<file path="config.mk">
export PLATFORM = sky130hd
export DESIGN_NAME = irq_pin_servicer
export DESIGN_NICKNAME = d
export VERILOG_FILES = /design/src/rtl/irq_svc_pkg.sv /design/src/rtl/irq_entry_table.sv /design/src/rtl/irq_pin_slice.sv /design/src/rtl/irq_deliver_arb.sv /design/src/rtl/irq_pin_servicer.sv
export SDC_FILE = /design/constraint.sdc
export NUM_CORES = 1
export LEC_CHECK = 0
export BUFFER_PORTS_ARGS = -buffer_cell sky130_fd_sc_hd__buf_2
export CAP_MARGIN = 20
export CORE_ASPECT_RATIO = 0.5
export CORE_MARGIN = 2
export CORE_UTILIZATION = 40
export DETAILED_ROUTE_END_ITERATION = 10
export GPL_ROUTABILITY_DRIVEN = 0
export PLACE_DENSITY_LB_ADDON = 0.15
export RECOVER_POWER = 50
export SLEW_MARGIN = 20
export SYNTH_ARGS = -nofsm -noshare
export SYNTH_HDL_FRONTEND = slang
export SYNTH_SLANG_ARGS = --single-unit
</file>
<file path="constraint.sdc">
create_clock -name clk -period 3.5 [get_ports clk]
set_input_delay 1.05 -clock clk [delete_from_list [all_inputs] [get_ports clk]]
set_output_delay 1.05 -clock clk [all_outputs]
set_load 0.01 [all_outputs]
</file>
<file path="src/rtl/irq_svc_pkg.sv">
package irq_svc_pkg;
  parameter int VEC_W      = 8;
  parameter int DEST_W     = 8;
  parameter int DMODE_W    = 3;
  parameter int MODE_SHIFT = 8;

  typedef struct packed {
    logic [DEST_W-1:0]  dest;
    logic [VEC_W-1:0]   vector;
    logic [DMODE_W-1:0] dmode;
    logic               logical_dest;
    logic               level;
    logic               active_low;
    logic               masked;
  } redir_t;

  localparam redir_t REDIR_RESET = '{dest: '0, vector: '0, dmode: '0,
                                     logical_dest: 1'b0, level: 1'b0,
                                     active_low: 1'b0, masked: 1'b1};
endpackage

</file>
<file path="src/rtl/irq_entry_table.sv">
module irq_entry_table
  import irq_svc_pkg::*;
#(
  parameter int NPINS = 8,
  parameter int PIN_W = 3
) (
  input  logic                   clk,
  input  logic                   rst_n,
  input  logic                   wr_en,
  input  logic [PIN_W-1:0]       wr_pin,
  input  redir_t                 wr_entry,
  output redir_t [NPINS-1:0]     entries
);
  for (genvar g = 0; g < NPINS; g++) begin : g_ent
    always_ff @(posedge clk or negedge rst_n) begin
      if (!rst_n)
        entries[g] <= REDIR_RESET;
      else if (wr_en && wr_pin == PIN_W'(g))
        entries[g] <= wr_entry;
    end
  end
endmodule

</file>
<file path="src/rtl/irq_pin_slice.sv">
module irq_pin_slice
  import irq_svc_pkg::*;
(
  input  logic             clk,
  input  logic             rst_n,
  input  logic             pin_raw,
  input  redir_t           entry,
  input  logic             wr_hit,
  input  logic             wr_masks,
  input  logic             eoi_valid,
  input  logic             eoi_level,
  input  logic [VEC_W-1:0] eoi_vector,
  input  logic             loaded,
  input  logic             inflight,
  input  logic             accept_level,
  output logic             req,
  output logic             rirr,
  output logic             pend
);
  logic eff, eff_q;
  logic edge_go, level_go, eoi_hit;
  logic pend_d, rirr_d;

  assign eff = pin_raw ^ entry.active_low;

  // edge request bit is a one-cycle pulse: consumed by the attempt it causes
  assign edge_go  = req & ~entry.level & ~entry.masked;
  assign level_go = req & entry.level & ~entry.masked & ~rirr & ~pend & ~inflight;
  assign eoi_hit  = eoi_valid & eoi_level & entry.level & (entry.vector == eoi_vector);

  always_comb begin
    pend_d = pend;
    if (loaded)              pend_d = 1'b0;
    if (edge_go || level_go) pend_d = 1'b1;
    if (wr_hit && wr_masks)  pend_d = 1'b0;
  end

  always_comb begin
    rirr_d = rirr;
    if (accept_level)  rirr_d = 1'b1;
    else if (eoi_hit)  rirr_d = 1'b0;
    if (wr_hit)        rirr_d = 1'b0;
  end

  always_ff @(posedge clk or negedge rst_n) begin
    if (!rst_n) begin
      eff_q <= 1'b0;
      req   <= 1'b0;
      pend  <= 1'b0;
      rirr  <= 1'b0;
    end else begin
      eff_q <= eff;
      req   <= entry.level ? eff : (eff & ~eff_q);
      pend  <= pend_d;
      rirr  <= rirr_d;
    end
  end
endmodule

</file>
<file path="src/rtl/irq_deliver_arb.sv">
module irq_deliver_arb
  import irq_svc_pkg::*;
#(
  parameter int NPINS = 8,
  parameter int PIN_W = 3
) (
  input  logic               clk,
  input  logic               rst_n,
  input  logic [NPINS-1:0]   pend,
  input  redir_t [NPINS-1:0] entries,
  input  logic               dlv_ready,
  output logic [NPINS-1:0]   load,
  output logic               out_valid,
  output logic [PIN_W-1:0]   out_pin,
  output redir_t             out_entry,
  output logic               accept
);
  localparam int EW = $bits(redir_t);

  logic [NPINS:0]     seen;
  logic [NPINS-1:0]   grant;
  logic               take;
  logic [PIN_W-1:0]   pick_pin;
  logic [EW-1:0]      pick_bits;

  assign seen[0] = 1'b0;
  for (genvar g = 0; g < NPINS; g++) begin : g_pri
    assign grant[g]  = pend[g] & ~seen[g];
    assign seen[g+1] = seen[g] | pend[g];
  end

  assign take   = ~out_valid & seen[NPINS];
  assign load   = grant & {NPINS{take}};
  assign accept = out_valid & dlv_ready;

  always_comb begin
    pick_pin  = '0;
    pick_bits = '0;
    for (int i = 0; i < NPINS; i++) begin
      if (grant[i]) begin
        pick_pin  = pick_pin | PIN_W'(i);
        pick_bits = pick_bits | EW'(entries[i]);
      end
    end
  end

  always_ff @(posedge clk or negedge rst_n) begin
    if (!rst_n) begin
      out_valid <= 1'b0;
      out_pin   <= '0;
      out_entry <= REDIR_RESET;
    end else if (accept) begin
      out_valid <= 1'b0;
    end else if (take) begin
      out_valid <= 1'b1;
      out_pin   <= pick_pin;
      out_entry <= redir_t'(pick_bits);
    end
  end
endmodule

</file>
<file path="src/rtl/irq_pin_servicer.sv">
module irq_pin_servicer
  import irq_svc_pkg::*;
#(
  parameter int NPINS = 8,
  localparam int PIN_W = (NPINS > 1) ? $clog2(NPINS) : 1
) (
  input  logic                          clk,
  input  logic                          rst_n,
  input  logic [NPINS-1:0]              pin_level,
  input  logic                          cfg_we,
  input  logic [PIN_W-1:0]              cfg_pin,
  input  logic [DEST_W-1:0]             cfg_dest,
  input  logic [VEC_W-1:0]              cfg_vector,
  input  logic [DMODE_W-1:0]            cfg_dmode,
  input  logic                          cfg_logical,
  input  logic                          cfg_level,
  input  logic                          cfg_active_low,
  input  logic                          cfg_mask,
  input  logic                          eoi_valid,
  input  logic [VEC_W-1:0]              eoi_vector,
  input  logic                          eoi_level,
  output logic                          dlv_valid,
  input  logic                          dlv_ready,
  output logic [PIN_W-1:0]              dlv_pin,
  output logic [DEST_W-1:0]             dlv_dest,
  output logic [VEC_W-1:0]              dlv_vector,
  output logic                          dlv_logical,
  output logic                          dlv_level,
  output logic [DMODE_W+MODE_SHIFT-1:0] dlv_mode_word,
  output logic                          dlv_asserted,
  output logic [1:0]                    dlv_shorthand,
  output logic [NPINS-1:0]              req_bits,
  output logic [NPINS-1:0]              rirr_bits
);
  redir_t [NPINS-1:0] entries;
  redir_t             wr_entry;
  redir_t             out_entry;
  logic [NPINS-1:0]   pend, load;
  logic               out_valid, accept;
  logic [PIN_W-1:0]   out_pin;

  assign wr_entry = '{dest: cfg_dest, vector: cfg_vector, dmode: cfg_dmode,
                      logical_dest: cfg_logical, level: cfg_level,
                      active_low: cfg_active_low, masked: cfg_mask};

  irq_entry_table #(.NPINS(NPINS), .PIN_W(PIN_W)) u_table (
    .clk      (clk),
    .rst_n    (rst_n),
    .wr_en    (cfg_we),
    .wr_pin   (cfg_pin),
    .wr_entry (wr_entry),
    .entries  (entries)
  );

  for (genvar g = 0; g < NPINS; g++) begin : g_pin
    logic here;
    assign here = (out_pin == PIN_W'(g));
    irq_pin_slice u_slice (
      .clk          (clk),
      .rst_n        (rst_n),
      .pin_raw      (pin_level[g]),
      .entry        (entries[g]),
      .wr_hit       (cfg_we && cfg_pin == PIN_W'(g)),
      .wr_masks     (cfg_mask),
      .eoi_valid    (eoi_valid),
      .eoi_level    (eoi_level),
      .eoi_vector   (eoi_vector),
      .loaded       (load[g]),
      .inflight     (out_valid & here),
      .accept_level (accept & here & out_entry.level),
      .req          (req_bits[g]),
      .rirr         (rirr_bits[g]),
      .pend         (pend[g])
    );
  end

  irq_deliver_arb #(.NPINS(NPINS), .PIN_W(PIN_W)) u_arb (
    .clk       (clk),
    .rst_n     (rst_n),
    .pend      (pend),
    .entries   (entries),
    .dlv_ready (dlv_ready),
    .load      (load),
    .out_valid (out_valid),
    .out_pin   (out_pin),
    .out_entry (out_entry),
    .accept    (accept)
  );

  assign dlv_valid     = out_valid;
  assign dlv_pin       = out_pin;
  assign dlv_dest      = out_entry.dest;
  assign dlv_vector    = out_entry.vector;
  assign dlv_logical   = out_entry.logical_dest;
  assign dlv_level     = out_entry.level;
  assign dlv_mode_word = {out_entry.dmode, {MODE_SHIFT{1'b0}}};
  assign dlv_asserted  = 1'b1;
  assign dlv_shorthand = 2'b00;
endmodule

</file>
==> results.json, run 1 <==
{
  "area_growth_pct": 12.64,
  "fin_cells": 1627,
  "die_area_um2": 30650,
  "yosysTopAreaCell": "dfrtp_1",
  "path_cells": "nor3_2 -> and2_1 -> buf_4 -> a221oi_1 -> a31oi_1",
  "core_um2": 28850,
  "crit_path_end_kind": "flip-flop",
  "dpl.cell_count": 1587,
  "status": "finished, violations left",
  "max_freq_ghz": 0.3857,
  "finalHoldViolCount": 0,
  "violations": "max-capacitance violations, max-slew violations",
  "worstSetupStartpointType": "flip-flop",
  "drive_gt1_share_pct": 21.28,
  "critPathMaxStageDelay_ns": 0.63,
  "ir_drop_uv": 411.4,
  "diodes": 0,
  "dp_hpwl_mm": 23.52,
  "synth-edff-count": 0,
  "htreeDepth": 1,
  "rsz0062_at_grt": "no",
  "post-route-period-util_pct": 74.08,
  "reg2reg_from": "g_pin[0].u_slice.pend$_DFFE_PN0P_",
  "detailroute.via_count": 8974,
  "grt_pass1_wl_mm": 54.48,
  "ys.flop_type": "dfrtp_1",
  "netlist_area_um2": 11670,
  "synth_compound_area_share_pct": 11.67,
  "clk_latency_ns": 0.53,
  "grt_max_degree": 67,
  "cts_resized": 0,
  "fin_crit_ns": 2.593,
  "synth_warnings": 0,
  "worst_pin_slew_ns": 1.846,
  "async_flop_share_pct": 100.0,
  "ys_seq_area_share_pct": 51.75,
  "synth.top_cells.by_count": "308 x nand2_1, 233 x dfrtp_1, 87 x mux2_2",
  "fin_util_pct": 45.58,
  "dr.pass1.iters": 6,
  "synthAdderAreaFrac_pct": 0,
  "antenna_found_initial": 0,
  "critical_path_class": "flip-flop to flip-flop",
  "synthCells": 1170,
  "fp.dieW_um": 245.6,
  "fp.dieH_um": 124.8,
  "min_from": "g_pin[1].u_slice.eff_q$_DFF_PN0_",
  "clk_path_buf_depth": 3,
  "power_mw": 9.395,
  "skew_ns": 0.01306,
  "design_area_um2": 13150,
  "synth_most_common_cell": "nand2_1",
  "ctsRootBufferMaster": "clkbuf_16",
  "wl_per_cell_um": 21.62,
  "synth_area_leaders": "dfrtp_1 50%, nand2_1 9.9%, mux2_2 8.4%",
  "clk_pin_slew_ns": 0.07,
  "grt_pass1_vias": 8979,
  "worstSetupStartpoint": "g_pin[0].u_slice.pend$_DFFE_PN0P_",
  "fin_nets": 1270,
  "vias_per_cell": 5.516,
  "postRouteAntennaNets": 0,
  "syn_avg_cell_area_um2": 9.978,
  "port_buffers": 88,
  "cts_made_buffers": 24,
  "rows": 44,
  "drv_cap": 1,
  "synth_mux_area_share_pct": 8.392,
  "start_util_pct": 40.47,
  "drt_iter0_drc": 705,
  "ys_ff_latch": 241,
  "drv_slew": 64,
  "synth-xor-area-share_pct": 5.402,
  "synthSimpleGateAreaFrac_pct": 17.31,
  "cts_tree": "done",
  "required_ns": 3.94,
  "finalSetupViolCount": 0,
  "synth_cell_types": 55,
  "cts_hold_buf": 0,
  "arrival_ns": 3.03,
  "max_slew_margin_pct": -23.08,
  "synth_top_family_by_area": "simple AND/OR/NAND/NOR gates",
  "crit_fanout": 25,
  "io_pins": 100,
  "dpl-instance-area_um2": 12390,
  "drc": 0,
  "holdCritPathClass": "flip-flop to flip-flop",
  "postCtsSetupBuffers": 0,
  "grt_usage_pct": 23.29,
  "p_leak_nw": 5.821,
  "tns_ns": 0,
  "routed_wl_mm": 35.17,
  "grt_overflow": 0,
  "crit_path_top_delay_cell": "and2_1",
  "clock_sinks": 241,
  "powerDensity_nw_per_um2": 714.5,
  "synth_top_area_share_pct": 49.95
}
[layout by cell type (no fill, tap or decap), drive strengths merged, types with 8 or more instances in the layout]
master / Yosys / routed
o21ai: 25 / 25
nand2b: 23 / 23
a21boi: 9 / 9
nand2: 308 / 308
a32oi: 23 / 23
nor2: 38 / 38
mux2: 87 / 87
o31ai: 15 / 15
xor2: 8 / 8
a21oi: 52 / 52
dfrtp: 233 / 233
a31oi: 22 / 22
dfstp: 8 / 8
xnor2: 64 / 64
nand3b: 22 / 22
clkbuf: 35 / 40
nand3: 20 / 20
a211o: 18 / 18
buf: 70 / 118
nand4: 10 / 10
inv: 15 / 15
conb: 2 / 11
a221oi: 18 / 18
[power by group]
part | internal [mW] | total [mW] | switching, mW
Clock | 1.53 | 2.62 | 1.09
Combinational | 1.10 | 2.58 | 1.48
Sequential | 3.50 | 4.20 | 0.699
Total | 6.13 | 9.40 | 3.27
[per-layer routing]
layer	GRT usage [%]	wire, um	vias to the layer above	share of wire [%]
met1	34.16	16540	4556	47
met5	0	0	-	0
met4	4.848	668	0	1.9
li1	-	-	4067	-
met2	34.85	15190	296	43
met3	5.688	2774	55	7.9
[flip-flops by register name, summed over array words and instances (netlist names)]
register / cells
u_arb.out_pin: 3
g_pin.u_slice.req: 8
u_table.entries: 184
u_arb.out_entry: 21
g_pin.u_slice.pend: 8
g_pin.u_slice.eff_q: 8
g_pin.u_slice.rirr: 8
u_arb.out_valid: 1
[final timing paths]
path,to,slack (ns),cells after the start
min in group asynchronous,u_arb.out_entry[17]$_DFFE_PN0P_,0.99,1
min,g_pin[1].u_slice.req$_DFF_PN0_,0.43,1
max in group asynchronous,u_table.entries[0]$_DFFE_PN1P_,1.33,2
max reg2reg,u_arb.out_entry[12]$_DFFE_PN0P_,0.91,5
min reg2reg,g_pin[1].u_slice.req$_DFF_PN0_,0.43,1
max,u_arb.out_entry[12]$_DFFE_PN0P_,0.91,5
[final cells by class]
class	count	area, um2
Clock buffer	36	706.9
Clock inverter	4	72.57
Fill cell	2752	15700
Inverter	15	56.30
Multi-Input combinational cell	818	5057
Sequential cell	241	6042
Tap cell	391	489.2
Timing Repair Buffer	122	724.4
[cells by family after synthesis]
logic type	count (synthesis)
simple gates	450
flops	241
compound gates	198
buf+inv	120
mux	87
xor+xnor	72
other cells	2
[worst max-delay path, delay by kind of cell (launching register included)]
kind	cells	cell delay [ns]
flip-flops	1	0.59
AND/OR/NAND/NOR	2	1.22
AO/OA/AOI/OAI	2	0.34
buffers and inverters	1	0.34
[through the flow]
stage	setup slack [ns]	hold slack, ns
floorplan	1.200	0.4064
global placement	0.9183	0.4154
detailed placement	0.8750	0.4204
CTS	0.9154	0.4297
global route	0.7636	0.4540
finish	0.9073	0.4267
(Power assumes the default switching activity.)
==> run 2: changes to the inputs <==
==> constraint.sdc (replaced) <==
create_clock -name clk -period 2.3 [get_ports clk]
set_input_delay 0.69 -clock clk [delete_from_list [all_inputs] [get_ports clk]]
set_output_delay 0.69 -clock clk [all_outputs]
set_load 0.01 [all_outputs]
==> run 2 against run 1 <==
  * The run still ends with max-capacitance violations, max-slew violations left
  * First-iteration DRC count grew 20%
  * Worst hold slack lost 0.089 ns
  * Global-route usage grew 1.4 points
  * Register-to-register slack lost 0.59 ns
  * Setup slack lost 0.71 ns
  * Non-clock buffer count grew 24
  * Sequential share of layout area shrank 0.95 points
  * Wire length grew 4.1%
  * Core utilization grew 0.96 points
  * Flip-flop and latch count is the same
  * Largest cell class unchanged
  * Highest routed layer unchanged
==> results.json, run 2 (same netlist as run 1, synthesis figures left out) <==
{
  "fin_util_pct": 46.54,
  "grt_usage_pct": 24.66,
  "p_leak_nw": 5.974,
  "required_ns": 1.61,
  "drc": 0,
  "routed_wl_mm": 36.61,
  "vias_per_cell": 5.511,
  "final_common_cell": "nand2_1",
  "postCtsSetupBuffers": 0,
  "post-route-period-util_pct": 91.43,
  "fp.dieH_um": 124.8,
  "grt_max_degree": 65,
  "finalHoldViolCount": 0,
  "status": "finished, violations left",
  "regMostFlops": "u_table.entries",
  "drt_iter0_drc": 843,
  "final_cell_mix": "308 x nand2_1, 232 x dfrtp_1, 87 x mux2_2, 87 x buf_2, 64 x xnor2_1",
  "path_delay_family": "flip-flops",
  "cts_resized": 0,
  "worstSetupStartpointType": "flip-flop",
  "worstSetupStartpoint": "u_arb.out_valid$_DFFE_PN0P_",
  "drive_gt1_share_pct": 23.16,
  "cts_made_buffers": 25,
  "max_freq_ghz": 0.4755,
  "largest_register_ffs": 184,
  "cts_hold_buf": 0,
  "clk_pin_slew_ns": 0.06,
  "clk_path_buf_depth": 3,
  "rows": 44,
  "worst_pin_slew_ns": 1.789,
  "skew_ns": 0.01769,
  "powerDensity_nw_per_um2": 1081,
  "dp_hpwl_mm": 25.78,
  "wl_per_cell_um": 22.16,
  "crit_path_top_delay_cell": "dfrtp_1",
  "grt_overflow": 0,
  "violations": "max-capacitance violations, max-slew violations",
  "finalSetupViolCount": 0,
  "holdCritPathClass": "primary input to flip-flop",
  "grt_pass1_vias": 9186,
  "antenna_found_initial": 0,
  "die_area_um2": 30650,
  "io_pins": 100,
  "clock_sinks": 241,
  "largest_registers": "u_table.entries: 184 flops, u_arb.out_entry: 21 flops",
  "min_from": "pin_level[4]",
  "fin_nets": 1295,
  "tns_ns": 0,
  "cts_tree": "done",
  "max_slew_margin_pct": -19.27,
  "reg2reg_from": "g_pin[3].u_slice.pend$_DFFE_PN0P_",
  "critical_path_class": "flip-flop to output port",
  "crit_fanout": 13,
  "fp.dieW_um": 245.6,
  "rsz0062_at_grt": "no",
  "area_growth_pct": 15.01,
  "grt_pass1_wl_mm": 57.14,
  "ir_drop_uv": 507.0,
  "cp.buffers_inverters": 1,
  "port_buffers": 88,
  "fin_crit_ns": 2.103,
  "postRouteAntennaNets": 0,
  "ctsRootBufferMaster": "clkbuf_16",
  "path_cells": "buf_2",
  "drv_slew": 59,
  "core_um2": 28850,
  "drv_cap": 1,
  "dr.pass1.iters": 5,
  "crit_path_end_kind": "output port",
  "start_util_pct": 40.47,
  "diodes": 0,
  "critPathMaxStageDelay_ns": 0.64,
  "arrival_ns": 1.41,
  "htreeDepth": 1,
  "clk_latency_ns": 0.54,
  "detailroute.via_count": 9104
}
-- run 2: layout make-up --
class	instances	area, um2
multi-input cells	818	5057
repair buffers	146	997.2
well taps	391	489.2
fillers	2734	15420
inverters	15	56.30
clock inverters	10	105.1
clock buffers	31	678.2
flip-flops and latches	241	6042
-- run 2: worst paths after layout --
path,to,slack [ns],cells after the start
worst max-delay path,dlv_valid,0.20,1
max in group asynchronous,u_table.entries[69]$_DFFE_PN1P_,0.49,2
worst max register to register,u_arb.out_entry[16]$_DFFE_PN0P_,0.32,5
worst min register to register,g_pin[7].u_slice.req$_DFF_PN0_,0.42,1
worst min-delay path,g_pin[4].u_slice.eff_q$_DFF_PN0_,0.34,2
min in group asynchronous,u_table.entries[50]$_DFFE_PN0P_,0.63,1
-- run 2: stage by stage --
step	std cells	hold slack, ns	power, mW	worst slack, ns	instance area [um2]
2_1_floorplan	1179	0.3944	8.907	0.3604	11710
3_3_place_gp	1611	0.4163	10.44	0.3213	12670
3_5_place_dp	1611	0.4242	10.54	0.2775	12670
4_1_cts	1652	0.1438	14.58	0.2084	13450
5_1_grt	1652	0.3279	15.35	0.1304	13430
6_report	1652	0.3372	14.52	0.1970	13430
-- run 2: where the power goes --
part,internal (mW),total (mW),switching (mW)
Sequential,5.33,6.33,1.00
Combinational,1.78,4.18,2.40
Clock,2.30,4.01,1.71
-- run 2: metal layers --
layer / up-vias / share of wire (%) / track usage [%]
met4: 0 / 1.9 / 5.561
met5: - / 0 / 0
met1: 4647 / 47 / 36.48
met2: 294 / 44 / 37.05
li1: 4113 / - / -
met3: 50 / 7.0 / 5.085
==> run 3: changes to the inputs <==
--- a/config.mk
+++ b/config.mk
@@ -7,7 +7,6 @@
 export LEC_CHECK = 0
 export BUFFER_PORTS_ARGS = -buffer_cell sky130_fd_sc_hd__buf_2
 export CAP_MARGIN = 20
-export CORE_ASPECT_RATIO = 0.5
 export CORE_MARGIN = 2
 export CORE_UTILIZATION = 40
 export DETAILED_ROUTE_END_ITERATION = 10
==> run 3 against run 2 <==
  * Flip-flop and latch count stayed put
  * Clock-buffer cell count rose by 6
  * The run now ends clean
  * Sequential power fell by 2%
  * Cell count down 0.97%
==> results.json, run 3 (same netlist as run 1, synthesis figures left out) <==
{
  "drive_gt1_share_pct": 22.52,
  "dr.pass1.iters": 5,
  "powerDensity_nw_per_um2": 1113,
  "internal-power_mw": 9.921,
  "holdCritPathClass": "primary input to flip-flop",
  "detailroute.via_count": 8899,
  "multi_input_area_um2": 5057,
  "wl_per_cell_um": 21.44,
  "fin_nets": 1284,
  "ir_drop_uv": 461.8,
  "tns_ns": 0,
  "drt_iter0_drc": 677,
  "fp.dieW_um": 174.8,
  "postRouteAntennaNets": 0,
  "dpl.cell_count": 1590,
  "diodes": 0,
  "fin_cells": 1636,
  "worstSetupStartpointType": "flip-flop",
  "crit_path_end_kind": "output port",
  "ff_latch_area_um2": 6042,
  "power.switching_mw": 5.052,
  "max_slew_margin_pct": 1.221,
  "required_ns": 1.61,
  "rsz0062_at_grt": "no",
  "drc": 0,
  "core_um2": 28700,
  "fin_crit_ns": 2.110,
  "clk_path_buf_depth": 3,
  "worst_pin_slew_ns": 1.482,
  "die_area_um2": 30570,
  "vias_per_cell": 5.439,
  "p_clk_share_pct": 30.7,
  "cts_tree": "done",
  "status": "complete, no violations",
  "rows": 62,
  "clk_latency_ns": 0.55,
  "final_common_cell": "nand2_1",
  "cts_resized": 0,
  "grt_pass1_vias": 8936,
  "drv_cap": 0,
  "htreeDepth": 1,
  "finalSetupViolCount": 0,
  "n_fill_cell": 2782,
  "combPwrFrac_pct": 27.7,
  "largest_register_ffs": 184,
  "drv_slew": 0,
  "clk_pin_slew_ns": 0.06,
  "antenna_found_initial": 1,
  "switching_share_pct": 33.74,
  "skew_ns": 0.02021,
  "start_util_pct": 40.67,
  "crit_fanout": 12,
  "fp.dieH_um": 174.8,
  "grt_usage_pct": 23.14,
  "regMostFlops": "u_table.entries",
  "grt_pass1_wl_mm": 54.41,
  "final_cell_mix": "308 x nand2_1, 232 x dfrtp_1, 87 x mux2_2",
  "seqPwrFrac_pct": 41.6,
  "p_leak_nw": 5.978,
  "finalHoldViolCount": 0,
  "max_freq_ghz": 0.4739,
  "crit_path_top_delay_cell": "dfrtp_1",
  "path_delay_family": "flip-flops",
  "dp_hpwl_mm": 22.44,
  "clock_sinks": 241,
  "largest_registers": "u_table.entries: 184 flops, u_arb.out_entry: 21 flops",
  "power_mw": 14.97,
  "arrival_ns": 1.42,
  "postCtsSetupBuffers": 0,
  "critPathMaxStageDelay_ns": 0.63,
  "critical_path_class": "flip-flop to output port",
  "cts_hold_buf": 0,
  "path_cells": "buf_2",
  "io_pins": 100,
  "cp.buffers_inverters": 1,
  "post-route-period-util_pct": 91.75,
  "port_buffers": 88,
  "routed_wl_mm": 35.08,
  "grt_max_degree": 51,
  "cts_made_buffers": 28,
  "area_growth_pct": 15.20,
  "ctsRootBufferMaster": "clkbuf_16",
  "grt_overflow": 0
}
[run 3: cell types whose count changed in the layout (fill, tap and decap cells not counted), sizes merged]
| cell | before | now |
|---|---|---|
| buf | 140 | 124 |
| clkinv | 6 | 5 |
| clkinvlp | 2 | 0 |
| clkbuf | 37 | 45 |
| bufinv | 2 | 4 |
[run 3: final cells by class]
class	count	area share, %
flip-flops and latches	241	44.93
multi-input cells	818	37.61
repair buffers	132	6.448
clock buffers	37	5.917
well taps	384	3.573
clock inverters	9	1.107
inverters	15	0.4187
[run 3: final timing paths]
check | start | end | slack, ns | cells after the start
max in group asynchronous | rst_n | g_pin[6].u_slice.req$_DFF_PN0_ | 0.45 | 2
max | u_arb.out_pin[0]$_DFFE_PN0P_ | dlv_pin[0] | 0.19 | 1
max reg2reg | g_pin[4].u_slice.pend$_DFFE_PN0P_ | u_arb.out_entry[19]$_DFFE_PN0P_ | 0.30 | 6
min reg2reg | g_pin[5].u_slice.eff_q$_DFF_PN0_ | g_pin[5].u_slice.req$_DFF_PN0_ | 0.41 | 1
min in group asynchronous | rst_n | u_table.entries[94]$_DFFE_PN0P_ | 0.48 | 1
min | pin_level[4] | g_pin[4].u_slice.eff_q$_DFF_PN0_ | 0.33 | 2
[run 3: metrics by stage]
step	area, um2	util [%]	setup WS (ns)	hold WS [ns]
after floorplan	11710	-	0.3604	0.3944
final	13450	46.85	0.1898	0.3285
after CTS	13500	47.04	0.1994	0.06518
after global routing	13450	46.85	0.1190	0.3271
after detailed placement	12560	43.75	0.2443	0.4161
after global placement	12560	43.75	0.2485	0.4093
[run 3: per-layer routing]
layer	up-vias	track usage [%]	routed length [um]
li1	4102	-	-
met1	4457	33.60	16360
met2	287	36.48	15990
met3	51	3.895	2018
met4	2	5.000	706
met5	-	0	11
[run 3: power groups by stage]
stage / registers [mW] / logic (mW) / clock network, mW
floorplan: 6.03 / 2.88 / 0
global placement: 6.27 / 4.10 / 0
detailed placement: 6.29 / 4.15 / 0
CTS: 6.22 / 4.17 / 4.71
global route: 6.37 / 4.56 / 4.86
finish: 6.23 / 4.14 / 4.60
